### src/rtl/dacif_pkg.sv
package dacif_pkg;
  localparam int FRAME_W = 24;
  localparam int CODE_W  = 16;

  localparam logic [2:0] SEL_FUNC = 3'b000;
  localparam logic [2:0] SEL_DATA = 3'b010;
  localparam logic [2:0] SEL_GAIN = 3'b100;
  localparam logic [2:0] FUNC_CTL = 3'b001;

  typedef struct packed {
    logic              rd;
    logic [2:0]        sel;
    logic              rsv;
    logic              bcast;
    logic [1:0]        chan;
    logic [CODE_W-1:0] payload;
  } frame_t;
endpackage

### src/rtl/dacif_rx.sv
module dacif_rx
  import dacif_pkg::*;
#(
  parameter int FW = FRAME_W
) (
  input  logic          clk,
  input  logic          rst,
  input  logic          ser_clk,
  input  logic          ser_frame_n,
  input  logic          ser_din,
  input  logic          daisy_en,
  input  logic          rd_req,
  input  logic [FW-1:0] rd_word,
  output logic          frm_start,
  output logic          frm_commit,
  output logic [FW-1:0] frm_word,
  output logic          ser_dout
);
  localparam int CNT_W = $clog2(2 * FW);
  localparam logic [CNT_W-1:0] CNT_MAX = '1;
  localparam logic [CNT_W-1:0] CNT_FW  = CNT_W'(FW);

  logic [1:0]       sck_q;
  logic [1:0]       frm_q;
  logic             din_q;
  logic [FW-1:0]    in_sr;
  logic [FW-1:0]    out_sr;
  logic [CNT_W-1:0] cnt;
  logic             rd_act;
  logic             dout_q;
  logic             rise, active, stop, shift, len_ok;

  always_ff @(posedge clk) begin
    if (rst) begin
      sck_q <= '0;
      frm_q <= 2'b11;
      din_q <= 1'b0;
    end else begin
      sck_q <= {sck_q[0], ser_clk};
      frm_q <= {frm_q[0], ser_frame_n};
      din_q <= ser_din;
    end
  end

  assign rise      = sck_q[0] & ~sck_q[1];
  assign active    = ~frm_q[0];
  assign frm_start = ~frm_q[0] & frm_q[1];
  assign stop      = frm_q[0] & ~frm_q[1];
  assign shift     = rise & active;
  assign len_ok    = (cnt == CNT_FW) || (daisy_en && (cnt > CNT_FW));

  always_ff @(posedge clk) begin
    if (rst) begin
      in_sr <= '0;
      cnt   <= '0;
    end else begin
      if (shift) in_sr <= {in_sr[FW-2:0], din_q};
      if (frm_start) cnt <= '0;
      else if (shift && (cnt != CNT_MAX)) cnt <= cnt + 1'b1;
    end
  end

  always_ff @(posedge clk) begin
    if (rst) begin
      frm_commit <= 1'b0;
      frm_word   <= '0;
    end else begin
      frm_commit <= stop && len_ok;
      if (stop) frm_word <= in_sr;
    end
  end

  always_ff @(posedge clk) begin
    if (rst) begin
      rd_act <= 1'b0;
      out_sr <= '0;
      dout_q <= 1'b0;
    end else begin
      if (frm_start && rd_req) begin
        rd_act <= 1'b1;
        out_sr <= rd_word;
      end else begin
        if (stop) rd_act <= 1'b0;
        if (shift && rd_act) out_sr <= {out_sr[FW-2:0], 1'b0};
      end
      dout_q <= rd_act ? out_sr[FW-1] : (daisy_en & in_sr[FW-1]);
    end
  end

  assign ser_dout = dout_q;
endmodule

### src/rtl/dacif_regs.sv
module dacif_regs
  import dacif_pkg::*;
#(
  parameter int NCH    = 2,
  parameter int GAIN_W = 6
) (
  input  logic                     clk,
  input  logic                     rst,
  input  logic                     twos_q,
  input  logic                     load_q,
  input  logic                     clear_q,
  input  logic                     frm_start,
  input  logic                     frm_commit,
  input  logic [FRAME_W-1:0]       frm_word,
  output logic [NCH*CODE_W-1:0]    dac_flat,
  output logic [NCH*GAIN_W-1:0]    gain_flat,
  output logic [2:0]               fn_bits,
  output logic                     rd_req,
  output logic [FRAME_W-1:0]       rd_word
);
  localparam int HDR_W = FRAME_W - CODE_W;

  frame_t                  f;
  logic                    wr_en;
  logic [NCH*CODE_W-1:0]   inp_flat;
  logic [CODE_W-1:0]       zero_code, clr_code, rd_val;
  logic [HDR_W-1:0]        rd_hdr;
  logic [2:0]              rd_sel;
  logic [1:0]              rd_ch;

  assign f         = frm_word;
  assign wr_en     = frm_commit && !f.rd;
  assign zero_code = {~twos_q, {(CODE_W-1){1'b0}}};
  assign clr_code  = {twos_q ^ ~fn_bits[2], {(CODE_W-1){1'b0}}};

  for (genvar c = 0; c < NCH; c++) begin : g_ch
    logic              hit;
    logic [CODE_W-1:0] inp_q, dac_q;
    logic [GAIN_W-1:0] gn_q;

    assign hit = f.bcast || (f.chan == 2'(c));

    always_ff @(posedge clk) begin
      if (rst) begin
        inp_q <= zero_code;
        gn_q  <= '0;
      end else if (wr_en && hit) begin
        if (f.sel == SEL_DATA) inp_q <= f.payload;
        if (f.sel == SEL_GAIN) gn_q  <= f.payload[GAIN_W-1:0];
      end
    end

    always_ff @(posedge clk) begin
      if (rst)          dac_q <= zero_code;
      else if (clear_q) dac_q <= clr_code;
      else if (!load_q) dac_q <= inp_q;
    end

    assign inp_flat[c*CODE_W +: CODE_W]  = inp_q;
    assign dac_flat[c*CODE_W +: CODE_W]  = dac_q;
    assign gain_flat[c*GAIN_W +: GAIN_W] = gn_q;
  end

  always_ff @(posedge clk) begin
    if (rst) begin
      fn_bits <= '0;
    end else if (wr_en && (f.sel == SEL_FUNC) && ({f.bcast, f.chan} == FUNC_CTL)) begin
      fn_bits <= f.payload[2:0];
    end
  end

  always_ff @(posedge clk) begin
    if (rst) begin
      rd_req <= 1'b0;
      rd_hdr <= '0;
    end else if (frm_commit && f.rd) begin
      rd_req <= 1'b1;
      rd_hdr <= frm_word[FRAME_W-1 -: HDR_W];
    end else if (frm_start) begin
      rd_req <= 1'b0;
    end
  end

  assign rd_sel = rd_hdr[6:4];
  assign rd_ch  = rd_hdr[2] ? 2'd0 : rd_hdr[1:0];

  always_comb begin
    rd_val = '0;
    case (rd_sel)
      SEL_DATA: begin
        for (int i = 0; i < NCH; i++)
          if (rd_ch == 2'(i)) rd_val = inp_flat[i*CODE_W +: CODE_W];
      end
      SEL_GAIN: begin
        for (int i = 0; i < NCH; i++)
          if (rd_ch == 2'(i))
            rd_val = {{(CODE_W-GAIN_W){gain_flat[i*GAIN_W+GAIN_W-1]}},
                      gain_flat[i*GAIN_W +: GAIN_W]};
      end
      SEL_FUNC: rd_val = {{(CODE_W-3){1'b0}}, fn_bits};
      default:  rd_val = '0;
    endcase
  end

  assign rd_word = {rd_hdr, rd_val};
endmodule

### src/rtl/dacif_outfmt.sv
module dacif_outfmt
  import dacif_pkg::*;
#(
  parameter int NCH = 2
) (
  input  logic                  clk,
  input  logic                  rst,
  input  logic                  twos_q,
  input  logic [NCH*CODE_W-1:0] dac_flat,
  output logic [NCH*CODE_W-1:0] core_code
);
  for (genvar c = 0; c < NCH; c++) begin : g_fmt
    logic [CODE_W-1:0] src, cq;
    assign src = dac_flat[c*CODE_W +: CODE_W];
    always_ff @(posedge clk) begin
      if (rst) cq <= {1'b1, {(CODE_W-1){1'b0}}};
      else     cq <= {src[CODE_W-1] ^ twos_q, src[CODE_W-2:0]};
    end
    assign core_code[c*CODE_W +: CODE_W] = cq;
  end
endmodule

### src/rtl/dual_dac_ctrl.sv
module dual_dac_ctrl
  import dacif_pkg::*;
#(
  parameter int NCH    = 2,
  parameter int GAIN_W = 6
) (
  input  logic                  clk,
  input  logic                  rst,
  input  logic                  ser_clk,
  input  logic                  ser_frame_n,
  input  logic                  ser_din,
  output logic                  ser_dout,
  input  logic                  load_n,
  input  logic                  clear_req,
  input  logic                  twos_sel,
  output logic [NCH*CODE_W-1:0] core_code,
  output logic [NCH*GAIN_W-1:0] gain_trim,
  output logic                  gnd_adj_en
);
  logic [2:0]            ctl_s1, ctl_s2;
  logic                  load_q, clear_q, twos_q;
  logic                  frm_start, frm_commit, rd_req;
  logic [FRAME_W-1:0]    frm_word, rd_word;
  logic [2:0]            fn_bits;
  logic [NCH*CODE_W-1:0] dac_flat;

  always_ff @(posedge clk) begin
    ctl_s1 <= {twos_sel, clear_req, load_n};
    ctl_s2 <= ctl_s1;
  end
  assign load_q  = ctl_s2[0];
  assign clear_q = ctl_s2[1];
  assign twos_q  = ctl_s2[2];

  dacif_rx #(.FW(FRAME_W)) u_rx (
    .clk(clk), .rst(rst), .ser_clk(ser_clk), .ser_frame_n(ser_frame_n),
    .ser_din(ser_din), .daisy_en(fn_bits[1]), .rd_req(rd_req), .rd_word(rd_word),
    .frm_start(frm_start), .frm_commit(frm_commit), .frm_word(frm_word),
    .ser_dout(ser_dout)
  );

  dacif_regs #(.NCH(NCH), .GAIN_W(GAIN_W)) u_regs (
    .clk(clk), .rst(rst), .twos_q(twos_q), .load_q(load_q), .clear_q(clear_q),
    .frm_start(frm_start), .frm_commit(frm_commit), .frm_word(frm_word),
    .dac_flat(dac_flat), .gain_flat(gain_trim), .fn_bits(fn_bits),
    .rd_req(rd_req), .rd_word(rd_word)
  );

  dacif_outfmt #(.NCH(NCH)) u_fmt (
    .clk(clk), .rst(rst), .twos_q(twos_q), .dac_flat(dac_flat), .core_code(core_code)
  );

  assign gnd_adj_en = fn_bits[0];
endmodule

### config.mk
export PLATFORM = sky130hd
export DESIGN_NAME = dual_dac_ctrl
export DESIGN_NICKNAME = d
export VERILOG_FILES = /design/src/rtl/dacif_pkg.sv /design/src/rtl/dacif_rx.sv /design/src/rtl/dacif_regs.sv /design/src/rtl/dacif_outfmt.sv /design/src/rtl/dual_dac_ctrl.sv
export SDC_FILE = /design/constraint.sdc
export NUM_CORES = 1
export LEC_CHECK = 0
export CORE_UTILIZATION = 35
export DETAILED_ROUTE_END_ITERATION = 7
export GPL_TIMING_DRIVEN = 0
export PLACE_DENSITY_LB_ADDON = 0.2
export SLEW_MARGIN = 20
export SYNTH_ARGS = -nofsm -noshare
export SYNTH_HDL_FRONTEND = slang
export SYNTH_SLANG_ARGS = --single-unit
### constraint.sdc
create_clock -name clk -period 3.3 [get_ports clk]
set_clock_uncertainty 0.1 [all_clocks]
set_input_delay 0.66 -clock clk [delete_from_list [all_inputs] [get_ports clk]]
set_output_delay 0.66 -clock clk [all_outputs]
set_load 0.02 [all_outputs]
# == Word level (Yosys, flattened, before mapping) ==
# Index checks and enable logic that the tools add are counted.
# op_classes
n_eq_ne,10
n_addsub,1
n_bitwise,13
magnitude_cmp,1
n_reduce_logical,33
muxes,25
# ops
op,n
two-way mux 16 bit,16
two-way mux 24 bit,2
case mux 16 bit (3 select lines),1
AND reduction 2 bit,6
nonzero test 2 bit,6
logical AND 1 bit,11
"adder 6 x 1 -> 6 bit, second input constant",1
"== test 3 x 2 -> 1 bit, second input constant",2
"== test 3 bit, second input constant",2
"== test 6 x 5 -> 1 bit, second input constant",1
"greater-than comparator 6 x 5 -> 1 bit, second input constant",1
zero test 3 bit,2
"!= test 6 bit, second input constant",1
AND 1 bit,5
two-way mux 1 bit,5
NOT 1 bit,5
"== test 2 x 1 -> 1 bit, second input constant",2
zero test 2 bit,2
OR reduction 2 bit,2
"== test 3 x 1 -> 1 bit, second input constant",1
logical OR 1 bit,3
"!= test 3 x 2 -> 1 bit, second input constant",1
XOR 1 bit,3
two-way mux 2 bit,1
zero test 1 bit,1
# word_totals
out_inout_bits,46
input_bits,8
regBits,212
wordCells,110

# == Longest topological paths before layout ==
# Gate-level depths: netlist of the first run.
# depth
ltp_word,6
mapped_depth,7
ltp_nobuf,5

# == Hierarchy ==
# Synthesis of the first run repeated with hierarchy kept, for this count alone.
# unflattened
hier_cells,891
area_unflattened_um2,8301.7
# modules_own_cells
mod,cells_each,n_inst,seq_area_each_um2,area_each_um2
dacif_regs,405,1,1801.7,3951.3
dacif_rx,411,1,1721.7,3354.5
dacif_outfmt,69,1,640.6,875.8
dual_dac_ctrl,6,1,120.1,120.1

# == Worst setup path after synthesis of the first run ==
# OpenSTA, ideal clock, no wires.
# synth_timing
path_kind,register to register
start,register u_regs.rd_hdr[1]
end,register u_rx.out_sr[10]
arrival_time_ns,1.631
period_less_slack_ns,1.831
required_ns,3.100
path_buffers,2
setup_slack_ns,1.469
stages_incl_launch_ff,7
setup_time_ns,0.100
cell_sequence,dfxtp_1 > buf_6 > or4b_4 > nor2b_4 > a221oi_2 > buf_12 > a2111oi_4
# synth_via
elab_chain_cells,6
word_cells_on_any_way,9
classes_between,eq/ne (1); mux (7); reduce/logical (1)
# synth_rtl
item,line,text
"start, declared",dacif_regs.sv:27,logic [HDR_W-1:0] rd_hdr;
"start signal, assigned",dacif_regs.sv:78,rd_hdr <= frm_word[FRAME_W-1 -: HDR_W];
two-way mux 2 bit (*),dacif_regs.sv:85,assign rd_ch = rd_hdr[2] ? 2'd0 : rd_hdr[1:0];
zero test 2 bit,"dacif_regs.sv:92, dacif_regs.sv:96",
"two-way mux 16 bit, on equally long branches (2 in series)","dacif_regs.sv:96, dacif_regs.sv:92",
case mux 16 bit (3 select lines) (*),dacif_regs.sv:89,case (rd_sel)
two-way mux 24 bit (*),dacif_rx.sv:79,if (frm_start && rd_req) begin
"end signal, assigned",dacif_rx.sv:81,out_sr <= rd_word;
"end signal, assigned",dacif_rx.sv:84,"if (shift && rd_act) out_sr <= {out_sr[FW-2:0], 1'b0};"
"end, declared",dacif_rx.sv:27,logic [FW-1:0] out_sr;
# Mark *: on every way between the ends. The rest lies on a longest branch, timed or not.
# A chain may end at the register's enable or synchronous reset.

# == Worst setup path in the final report of the first run ==
# layout_timing
start,input port rst
end,register u_regs.g_ch[1].inp_q[9]
# layout_rtl
item,line,text
"start, declared",dual_dac_ctrl.sv:8,"input logic rst,"
"end signal, assigned",dacif_regs.sv:45,inp_q <= zero_code;
"end signal, assigned",dacif_regs.sv:48,if (f.sel == SEL_DATA) inp_q <= f.payload;
"end, declared",dacif_regs.sv:38,"logic [CODE_W-1:0] inp_q, dac_q;"
# No word-level cell between the ends.

==> impl_metrics.prom, run 1 <==
# TYPE chip_impl_metric gauge
chip_impl_metric{name="timing.final.crit_share",unit="%"} 89.4
chip_impl_metric{name="grt_pass1_vias",unit=""} 6015
chip_impl_metric{name="synthesis.yosys.warnings",unit=""} 0
chip_impl_metric{name="cts_buffers",unit=""} 23
chip_impl_info{name="hold_path_origin",value="ctl_s1[2]"} 1
chip_impl_info{name="class_of_the_most_critical_hold_timing_path",value="reg -> reg"} 1
chip_impl_metric{name="mapped_cell_area",unit="sq um"} 8410
chip_impl_metric{name="initial_core_utilization",unit="%"} 35.7
chip_impl_metric{name="ctsResizeCount",unit=""} 0
chip_impl_metric{name="vias",unit=""} 6353
chip_impl_info{name="rsz0062_at_grt",value="no"} 1
chip_impl_metric{name="post_cts.repair.setup_buffers",unit=""} 0
chip_impl_metric{name="grt_overflow_total",unit=""} 0
chip_impl_metric{name="port-buffer-count",unit=""} 53
chip_impl_metric{name="maxClockFrequency",unit="MHz"} 339
chip_impl_metric{name="drt-pass1-iter-count",unit=""} 4
chip_impl_metric{name="irDropWorstVdd",unit="mV"} 0.355
chip_impl_metric{name="critPathRequiredTime",unit="ns"} 3.56
chip_impl_metric{name="final_max_slew_viol_count",unit=""} 0
chip_impl_metric{name="num_rows",unit=""} 56
chip_impl_metric{name="synth_seq_cells",unit=""} 212
chip_impl_metric{name="wirelength",unit="um"} 21700
chip_impl_metric{name="initial_antenna_violation_count",unit=""} 0
chip_impl_info{name="setup.worst_path.end_class",value="flip-flop"} 1
chip_impl_metric{name="antenna_cells_inserted",unit=""} 0
chip_impl_metric{name="worst-endpoint-arrival",unit="ns"} 3.21
chip_impl_metric{name="placedInstanceArea",unit="sq um"} 9340
chip_impl_metric{name="die_h",unit="um"} 157
chip_impl_metric{name="finalWorstSetupSlack",unit="ns"} 0.349
chip_impl_metric{name="power.density",unit="nW/um^2"} 516
chip_impl_info{name="tritoncts",value="yes"} 1
chip_impl_metric{name="first_iter_violations",unit=""} 336
chip_impl_metric{name="worstPathMaxFanout",unit=""} 10
chip_impl_metric{name="synth-edff-count",unit=""} 4
chip_impl_metric{name="drt_drc_violations_left",unit=""} 0
chip_impl_metric{name="clk_latency",unit="ns"} 0.50
chip_impl_metric{name="fin_util",unit="%"} 42.8
chip_impl_info{name="start_kind",value="primary input"} 1
chip_impl_metric{name="hold_buffers",unit=""} 0
chip_impl_metric{name="synth.net_count",unit=""} 893
chip_impl_info{name="worstReg2RegStart",value="u_regs.rd_hdr[4]"} 1
chip_impl_metric{name="grt_pass1_wl",unit="um"} 33900
chip_impl_metric{name="layout_cell_area_excl_fill",unit="sq um"} 10100
chip_impl_metric{name="r2r.worst_path.cells",unit=""} 5
chip_impl_metric{name="post_synth_inst_count",unit=""} 883
chip_impl_info{name="regToRegEndpoint",value="u_rx.out_sr[12]"} 1
chip_impl_metric{name="die_area",unit="sq um"} 24700
chip_impl_metric{name="worst_slew_pin_slew",unit="ns"} 0.940
chip_impl_metric{name="period_needed",unit="ns"} 2.95
chip_impl_metric{name="clkSinkCount",unit=""} 212
chip_impl_metric{name="hold_slack",unit="ns"} 0.229
chip_impl_metric{name="synth_area_per_cell",unit="sq um"} 9.53
chip_impl_metric{name="die_width",unit="um"} 157
chip_impl_metric{name="grt_max_degree",unit=""} 14
chip_impl_metric{name="routedWlPerCell",unit="um"} 16.7
chip_impl_metric{name="clkTransAtPathRegs",unit="ns"} 0.06
chip_impl_metric{name="synthToLayoutAreaGrowth",unit="%"} 19.9
chip_impl_metric{name="total_setup_violations_reported_at_the_end_of_the_flow",unit=""} 0
chip_impl_info{name="root_buffer",value="sky130_fd_sc_hd__clkbuf_16"} 1
chip_impl_metric{name="detail_route.vias_per_cell",unit=""} 4.90
chip_impl_metric{name="synth.lib_cells_used.distinct",unit=""} 57
chip_impl_metric{name="cap_violations",unit=""} 0
chip_impl_metric{name="dp_worst_setup_slack",unit="ns"} -0.157
chip_impl_metric{name="regToRegSetupSlack",unit="ns"} 1.02
chip_impl_metric{name="timing.hold.worst_path_depth",unit=""} 0
chip_impl_metric{name="post-layout-total-power",unit="mW"} 5.20
chip_impl_metric{name="antenna_violating_nets_left",unit=""} 0
chip_impl_metric{name="drive_gt1_share",unit="%"} 8.09
chip_impl_info{name="hold_end",value="ctl_s2[2]"} 1
chip_impl_info{name="status",value="finished clean"} 1
chip_impl_metric{name="ios",unit=""} 54
chip_impl_metric{name="floorplan.core_area",unit="sq um"} 23500
chip_impl_metric{name="synth_async_sr_flop_share",unit="%"} 0
chip_impl_metric{name="dp_hpwl",unit="um"} 15900
chip_impl_metric{name="synth.yosys.seq_area_share",unit="%"} 50.9
chip_impl_metric{name="ctsHtreeMaxLevel",unit=""} 1
chip_impl_metric{name="clk_path_buf_depth",unit=""} 3
chip_impl_info{name="synth_flop_cell",value="sky130_fd_sc_hd__dfxtp_1"} 1
chip_impl_metric{name="timing_hold_violations_final",unit=""} 0
chip_impl_metric{name="gp_routability_congestion",unit=""} 0.859
chip_impl_metric{name="num-nets-final",unit=""} 971
chip_impl_metric{name="power.static_leakage",unit="nW"} 3.75
chip_impl_metric{name="groute.usage.overall",unit="%"} 17.9
chip_impl_info{name="worst_setup_path_type",value="in -> reg"} 1
chip_impl_metric{name="slew_headroom",unit="%"} 37.2
chip_impl_metric{name="num-fill-cells",unit=""} 2406
==> sequential cells by signal, indices dropped and copies added, names as in the netlist, 6 cells and up <==
register,cells
u_regs.rd_hdr,8
u_rx.out_sr,24
u_regs.g_ch.inp_q,32
u_rx.in_sr,24
u_fmt.g_fmt.cq,32
u_regs.g_ch.gn_q,12
u_rx.frm_word,24
u_rx.cnt,6
u_regs.g_ch.dac_q,32
==> cell usage in the layout, fill, tap and decap left out, drive strengths merged, types with 5 or more instances in the layout <==
cell type,n
dfxtp,208
nand2,117
nor2,112
a21oi,95
mux2i,85
clkbuf,79
clkdlybuf4s50,53
nor2b,38
nand2b,26
buf,22
nand3b,17
a221oi,16
nand3,12
a2111oi,12
a211oi,11
inv,6
o21ai,5
xnor2,5
clkinv,5
==> per-stage QoR <==
stage               instances  TNS (ns)
floorplan                 883         0
global placement         1255     -3.20
detailed placement       1255     -2.01
CTS                      1296         0
global route             1296         0
finish                   1296         0
==> critical path, cell delays in order <==
cell and delay [ns]:
sky130_fd_sc_hd__clkdlybuf4s50_1 0.68, sky130_fd_sc_hd__buf_1 0.60, sky130_fd_sc_hd__clkbuf_1 0.50, sky130_fd_sc_hd__clkbuf_1 0.64
sky130_fd_sc_hd__nor2_1 0.12
==> where the power goes <==
group | internal, mW | switching (mW)
clock | 1.48 | 0.999
sequential | 2.58 | 0.00938
combinational | 0.0393 | 0.0929
==> area by class of cell <==
type / count / area [sq um] / area share (%)
clock buffers: 36 / 716 / 7.10
clock inverters: 5 / 25.0 / 0.248
plain buffers: 65 / 295 / 2.93
inverters: 6 / 22.5 / 0.223
repair buffers: 53 / 531 / 5.26
well taps: 319 / 399 / 3.96
flip-flops and latches: 212 / 4280 / 42.5
multi-input cells: 600 / 3810 / 37.8
==> cell usage after synthesis, types with 3 or more instances <==
cell                        instances  area (sq um)
sky130_fd_sc_hd__dfxtp_1          208          4160
sky130_fd_sc_hd__nand2_1          117           439
sky130_fd_sc_hd__nor2_1           111           417
sky130_fd_sc_hd__a21oi_1           95           475
sky130_fd_sc_hd__mux2i_1           85           851
sky130_fd_sc_hd__clkbuf_1          43           161
sky130_fd_sc_hd__nor2b_1           37           231
sky130_fd_sc_hd__nand2b_1          26           163
sky130_fd_sc_hd__nand3b_1          17           128
sky130_fd_sc_hd__a221oi_1          15           131
sky130_fd_sc_hd__buf_2             13          65.1
sky130_fd_sc_hd__nand3_1           12          60.1
sky130_fd_sc_hd__a2111oi_4         11           303
sky130_fd_sc_hd__a211oi_1          11          82.6
sky130_fd_sc_hd__inv_1              6          22.5
sky130_fd_sc_hd__buf_1              5          18.8
sky130_fd_sc_hd__o21ai_0            5          25.0
sky130_fd_sc_hd__xnor2_1            5          43.8
sky130_fd_sc_hd__a21boi_0           4          30.0
sky130_fd_sc_hd__edfxtp_1           4           120
sky130_fd_sc_hd__a311oi_1           3          26.3
sky130_fd_sc_hd__or2_2              3          18.8
==> metal layers <==
metal  track usage, %  up-vias  part of all wire (%)  wire length [um]
li1                 -     3179                     -                 -
met1             24.1     3032                    48             10400
met2             30.1      109                    47             10100
met3             2.37       33                   3.3               718
met4             4.48        0                   2.2               480
met5                0        -                     0                 0
==> worst max path at each step <==
stage / to / start / slack [ns] / cells past startpoint
floorplan: u_rx.out_sr[10] / u_regs.rd_hdr[1] / 1.47 / 6
global placement: u_regs.g_ch[1].gn_q[4] / rst / -0.16 / 5
detailed placement: u_regs.g_ch[1].inp_q[9] / rst / -0.16 / 5
CTS: u_regs.g_ch[1].inp_q[9] / rst / 0.37 / 5
global route: u_regs.g_ch[1].inp_q[12] / rst / 0.30 / 5
finish: u_regs.g_ch[1].inp_q[9] / rst / 0.35 / 5
==> cell families after synthesis <==
| family | count (synthesis) | share of synthesized area (%) |
|---|---|---|
| AND/OR/NAND/NOR | 344 | 19.5 |
| flip-flops | 212 | 50.9 |
| AO/OA/AOI/OAI | 163 | 14.8 |
| multiplexers | 86 | 10.2 |
| buffers and inverters | 71 | 3.78 |
| XOR/XNOR | 5 | 0.520 |
| adder cells (fa/ha/maj) | 2 | 0.297 |
Power figures use the tool's default switching activity.
==> run 2: changes to the inputs <==
Settings changed: HOLD_SLACK_MARGIN from default to 0.12.
==> results of run 2 <==
No change in the layout: final DEF, timing and power equal those of run 1.
